`config.mk`:
```
export PLATFORM = sky130hd
export DESIGN_NAME = row_scan_top
export DESIGN_NICKNAME = d
export VERILOG_FILES = /design/src/rtl/row_scan_pkg.sv /design/src/rtl/row_shift_core.sv /design/src/rtl/row_level_encoder.sv /design/src/rtl/row_cascade_port.sv /design/src/rtl/row_scan_top.sv
export SDC_FILE = /design/constraint.sdc
export NUM_CORES = 1
export LEC_CHECK = 0
export BUFFER_PORTS_ARGS = -buffer_cell sky130_fd_sc_hd__buf_2
export CAP_MARGIN = 30
export CELL_PAD_IN_SITES_DETAIL_PLACEMENT = 1
export CELL_PAD_IN_SITES_GLOBAL_PLACEMENT = 2
export CORE_MARGIN = 4
export CORE_UTILIZATION = 32
export CTS_CLUSTER_DIAMETER = 150
export CTS_CLUSTER_SIZE = 8
export DETAILED_ROUTE_END_ITERATION = 10
export PLACE_DENSITY = 0.88
export SETUP_SLACK_MARGIN = 0.2
export SLEW_MARGIN = 25
export SYNTH_ARGS = -nofsm -noshare
export SYNTH_HDL_FRONTEND = slang
export SYNTH_SLANG_ARGS = --single-unit
```
`constraint.sdc`:
```
create_clock -name clk -period 3.6 [get_ports clk]
set_input_delay 0.18 -clock clk [delete_from_list [all_inputs] [get_ports clk]]
set_output_delay 0.18 -clock clk [all_outputs]
set_load 0.05 [all_outputs]
```
`src/rtl/row_scan_pkg.sv`:
```
package row_scan_pkg;

  typedef enum logic [1:0] {
    LVL_LOW_IDLE  = 2'b00,
    LVL_LOW_SEL   = 2'b01,
    LVL_HIGH_IDLE = 2'b10,
    LVL_HIGH_SEL  = 2'b11
  } level_t;

  localparam int LEVEL_W = 2;

  function automatic level_t encode_level(input logic frame, input logic sel,
                                          input logic blank_n);
    level_t lv;
    if (!blank_n)   lv = LVL_HIGH_SEL;
    else if (frame) lv = sel ? LVL_HIGH_SEL : LVL_HIGH_IDLE;
    else            lv = sel ? LVL_LOW_SEL  : LVL_LOW_IDLE;
    return lv;
  endfunction

endpackage

```
`src/rtl/row_shift_core.sv`:
```
module row_shift_core #(
  parameter int N = 160
) (
  input  logic         clk,
  input  logic         rst,
  input  logic         step,
  input  logic         dir,
  input  logic         split,
  input  logic         feed_a,
  input  logic         feed_b,
  input  logic         feed_x,
  output logic [N-1:0] stage_q
);
  localparam int H = N / 2;

  logic [N-1:0] up_src;
  logic [N-1:0] dn_src;
  logic [N-1:0] stage_d;

  for (genvar i = 0; i < N; i++) begin : g_stage
    // source when the token moves toward higher channels
    if (i == 0) begin : g_up_head
      assign up_src[i] = feed_a;
    end else if (i == H) begin : g_up_seam
      assign up_src[i] = split ? feed_x : stage_q[i-1];
    end else begin : g_up_mid
      assign up_src[i] = stage_q[i-1];
    end
    // source when the token moves toward lower channels
    if (i == N - 1) begin : g_dn_head
      assign dn_src[i] = feed_b;
    end else if (i == H - 1) begin : g_dn_seam
      assign dn_src[i] = split ? feed_x : stage_q[i+1];
    end else begin : g_dn_mid
      assign dn_src[i] = stage_q[i+1];
    end
    assign stage_d[i] = dir ? up_src[i] : dn_src[i];
  end

  always_ff @(posedge clk) begin
    if (rst)       stage_q <= '0;
    else if (step) stage_q <= stage_d;
  end

  // reset clears every stage
  p_reset_clear_r1: assert property (@(posedge clk) rst |=> stage_q == '0);

  // no strobe, no movement
  p_hold_r2: assert property (@(posedge clk) disable iff (rst)
    !step |=> $stable(stage_q));

  // low-side entry loads channel 0 when moving upward
  p_entry_up_r3: assert property (@(posedge clk) disable iff (rst)
    (step && dir) |=> stage_q[0] == $past(feed_a));

  // high-side entry loads channel N-1 when moving downward
  p_entry_dn_r4: assert property (@(posedge clk) disable iff (rst)
    (step && !dir) |=> stage_q[N-1] == $past(feed_b));

  // in split mode the upper half-chain starts from the extra input
  p_seam_up_r6: assert property (@(posedge clk) disable iff (rst)
    (step && dir && split) |=> stage_q[H] == $past(feed_x));

  // in split mode the lower half-chain starts from the extra input
  p_seam_dn_r5: assert property (@(posedge clk) disable iff (rst)
    (step && !dir && split) |=> stage_q[H-1] == $past(feed_x));

endmodule

```
`src/rtl/row_level_encoder.sv`:
```
module row_level_encoder
  import row_scan_pkg::*;
#(
  parameter int N = 160
) (
  input  logic                 clk,
  input  logic                 rst,
  input  logic                 frame,
  input  logic                 blank_n,
  input  logic [N-1:0]         sel,
  output logic [LEVEL_W*N-1:0] code_q
);
  logic [LEVEL_W*N-1:0] code_d;

  for (genvar i = 0; i < N; i++) begin : g_chan
    assign code_d[LEVEL_W*i +: LEVEL_W] = encode_level(frame, sel[i], blank_n);
  end

  always_ff @(posedge clk) begin
    if (rst) code_q <= '0;
    else     code_q <= code_d;
  end

  // blanking forces the high-selected code everywhere
  p_blank_forces_r8: assert property (@(posedge clk) disable iff (rst)
    !blank_n |=> code_q == {N{LVL_HIGH_SEL}});

  // channel 0 follows the frame and its stage one clock later
  p_chan0_track_r10: assert property (@(posedge clk) disable iff (rst)
    blank_n |=> code_q[1:0] == {$past(frame), $past(sel[0])});

  // reset drives all codes to the low-idle value
  p_reset_code_r1: assert property (@(posedge clk) rst |=> code_q == '0);

endmodule

```
`src/rtl/row_cascade_port.sv`:
```
module row_cascade_port #(
  parameter int N = 160
) (
  input  logic         dir,
  input  logic [N-1:0] stage_q,
  output logic         tok_a_out,
  output logic         tok_b_out
);
  always_comb begin
    tok_a_out = 1'b0;
    tok_b_out = 1'b0;
    if (dir) tok_b_out = stage_q[N-1];
    else     tok_a_out = stage_q[0];
  end
endmodule

```
`src/rtl/row_scan_top.sv`:
```
module row_scan_top
  import row_scan_pkg::*;
#(
  parameter int N = 160
) (
  input  logic                 clk,
  input  logic                 rst,
  input  logic                 step,
  input  logic                 dir,
  input  logic                 split,
  input  logic                 frame,
  input  logic                 blank_n,
  input  logic                 tok_a_in,
  input  logic                 tok_b_in,
  input  logic                 tok_x_in,
  output logic                 tok_a_out,
  output logic                 tok_b_out,
  output logic [LEVEL_W*N-1:0] drive_code
);
  logic [N-1:0] stage_q;

  row_shift_core #(.N(N)) u_core (
    .clk     (clk),
    .rst     (rst),
    .step    (step),
    .dir     (dir),
    .split   (split),
    .feed_a  (tok_a_in),
    .feed_b  (tok_b_in),
    .feed_x  (tok_x_in),
    .stage_q (stage_q)
  );

  row_cascade_port #(.N(N)) u_port (
    .dir       (dir),
    .stage_q   (stage_q),
    .tok_a_out (tok_a_out),
    .tok_b_out (tok_b_out)
  );

  row_level_encoder #(.N(N)) u_enc (
    .clk     (clk),
    .rst     (rst),
    .frame   (frame),
    .blank_n (blank_n),
    .sel     (stage_q),
    .code_q  (drive_code)
  );

  // the entry-side cascade output stays low
  p_idle_port_r9: assert property (@(posedge clk) disable iff (rst)
    dir |-> !tok_a_out);
  p_idle_port_b_r9: assert property (@(posedge clk) disable iff (rst)
    !dir |-> !tok_b_out);

  // cascade outputs are low right after a reset clock
  p_reset_port_r1: assert property (@(posedge clk)
    rst |=> (!tok_a_out && !tok_b_out));

endmodule

```
==> flow_metrics.tcl <==
set metrics [dict create \
    postCtsSetupRepairBufs 0 \
    drc_errors 0 \
    cts_tree "built" \
    start_util 0.327 \
    syn-num-nets 1406 \
    grt_max_degree 163 \
    ys_warn_count 0 \
    crit_family "buffers and inverters" \
    dp_cells 1996 \
    clk_pin_slew_worst_paths_ps 50 \
    die_area_um2 44100 \
    finalHoldViolCount 0 \
    synth_compound_area_frac 0.154 \
    synth_edf_count 0 \
    setup_viol 0 \
    syn_area_um2 13100 \
    worstSetupPathType "flop to primary output" \
    synth-main-ff-cell "dfxtp_1" \
    final_max_slew_viol_count 0 \
    total_power_mw 9.49 \
    ant_nets 0 \
    synth_cell_types 18 \
    fin_crit_sh 0.539 \
    cp_cell_sequence "buf_16 > buf_2" \
    dr.pass1.iters 4 \
    drv_cap 0 \
    grt_pass1_vias 9434 \
    place_area_um2 13800 \
    slew_headroom 0.284 \
    vias 9566 \
    synthCells 1396 \
    root_buffer "clkbuf_16" \
    ioPinCount 332 \
    dieHeight_um 210 \
    fill_cells 4681 \
    grt_use_met2 0.228 \
    pre_cts_ws_ps 1580 \
    grt_overflow_total 0 \
    yosysSeqAreaShare 0.492 \
    synth_commonest_cells "321 x dfxtp_1, 162 x buf_4, 161 x a21oi_1, 161 x inv_1, 160 x mux2i_1" \
    setup_ws_ps 1660 \
    critical_path_buf_inv_count 2 \
    use_met3 0.0317 \
    yosysTopAreaCell "dfxtp_1" \
    hpwl_um 19600 \
    hold-worst-slack_ps 118 \
    postSynth.asyncResetShare 0 \
    wl_per_cell_um 15.4 \
    endpoint_kind "primary output" \
    cpPeakStageDelay_ps 520 \
    nets 1536 \
    cts_inserted_buffers 46 \
    cp.arrival_ps 1760 \
    place_congestion 0.711 \
    globalRoute.busiestLayer "met2" \
    synthTopCellsByArea "dfxtp_1 49%, mux2i_1 12%, buf_4 9.3%" \
    synth_mux_area_frac 0.123 \
    use_met1 0.168 \
    rrSetupSlack_ps 2320 \
    fmax_ghz 0.516 \
    synth_top_family_by_area "buffers and inverters" \
    rsz0062_at_grt "false" \
    synthAdderAreaFrac 0 \
    drive_above_1_share 0.258 \
    vias_per_cell 4.65 \
    cts_buffer_depth 3 \
    p_leak_nw 6.76 \
    period_needed_ps 1940 \
    clock_skew_ps 11.2 \
    tightest_slew_ps 1070 \
    grt_pass1_wl_um 50100 \
    cts_sinks 321 \
    p_per_area_nw_per_um2 630 \
    status "finished clean" \
    netlist.area_leader.share 0.492 \
    core.rowCount 73 \
    core_area_um2 40000 \
    start_kind "flop" \
    grt.total_usage 0.135 \
    synth-simple-area-share 0.0499 \
    die_w_um 210 \
    tns_ps 0 \
    synth_xor_area_frac 0 \
    hold_class "input port to flop" \
    htreeDepth 2 \
    crit_required_ps 3420 \
    utilization 0.377 \
    area_growth_pct 15.4 \
    synth_seq_cells 321 \
    yosysMostFrequentCell "dfxtp_1" \
    slowest_stage "dfxtp_4" \
    io_buffers 331 \
    fin_cells 2056 \
    routed_wl_um 31700 \
    drt_iter0_drc 401 \
    fin_area_um2 15100 \
    vdd_ir_drop_max_mv 0.386 \
    synth.avg_cell_area_um2 9.36 \
    clk_latency_ps 560 \
    crit_path_max_fanout 124 \
    grt_antenna_before_repair 0 \
]
## worst reg2reg max path: stages (launching register included)
cell and delay [ps]:
dfxtp_1 330, mux2i_1 120, dlygate4sd3_1 560, o221ai_1 110
## cell type report
cell class                      instances  area (um^2)  share of cell area
Antenna cell                            1         2.50            0.000166
Clock buffer                           49         1180              0.0785
Clock inverter                          3         37.5             0.00249
Inverter                              161          604              0.0401
Multi-Input combinational cell        647         4260               0.283
Sequential cell                       321         6430               0.427
Tap cell                              525          657              0.0436
Timing Repair Buffer                  349         1900               0.126
## final timing paths
path                 startpoint            endpoint  depth (start not counted)
max           u_enc.code_q[317]      drive_code[77]                          2
min                         rst    u_enc.code_q[14]                          2
max reg2reg  u_core.stage_q[79]  u_core.stage_q[80]                          3
min reg2reg  u_core.stage_q[89]   u_enc.code_q[178]                          2
## flip-flops by register name, summed over array words and instances (netlist names)
name and cells:
u_enc.code_q 161, u_core.stage_q 160
## routing by layer
| layer | wire length (um) | vias up |
|---|---|---|
| met5 | 0 | - |
| met4 | 774 | 0 |
| met3 | 2170 | 48 |
| met2 | 14800 | 284 |
| met1 | 13900 | 4509 |
| li1 | - | 4725 |
## placed cells by master, fill, tap and decap left out
master	netlist	routed
buf_16	0	1
inv_1	161	161
mux2i_1	160	160
dlygate4sd3_1	0	6
or3b_2	1	1
inv_16	0	1
buf_4	162	9
nand4b_1	1	1
diode_2	0	1
clkbuf_1	45	2
clkinv_4	0	1
inv_6	0	1
buf_2	40	327
clkbuf_16	0	47
nand2b_1	2	2
nand4bb_1	1	1
buf_8	0	3
o221ai_1	2	2
a211oi_1	158	158
dfxtp_1	321	320
nand3b_1	1	1
a21oi_1	161	161
buf_12	0	3
dfxtp_4	0	1
and2_1	1	1
nor2_1	159	159
## power by group
group | leakage [nW] | switching (mW) | internal [mW]
clock network | 0.600 | 1.50 | 2.30
logic | 3.49 | 1.31 | 0.399
registers | 2.67 | 0.182 | 3.81
total | 6.76 | 2.99 | 6.50
## kinds of logic after synthesis
| family | count (synthesis) |
|---|---|
| AND/OR/NAND/NOR | 166 |
| multiplexers | 160 |
| AO/OA/AOI/OAI | 321 |
| buffers and inverters | 428 |
| flip-flops | 321 |
## repair_timing
| action | 4_1_cts | 5_1_grt |
|---|---|---|
| gates resized for setup | 0 | 0 |
| hold endpoints to repair | 5 | 0 |
| hold buffers | 6 | 0 |
| endpoints found under the setup margin | 0 | 0 |
(Power assumes the default switching activity.)
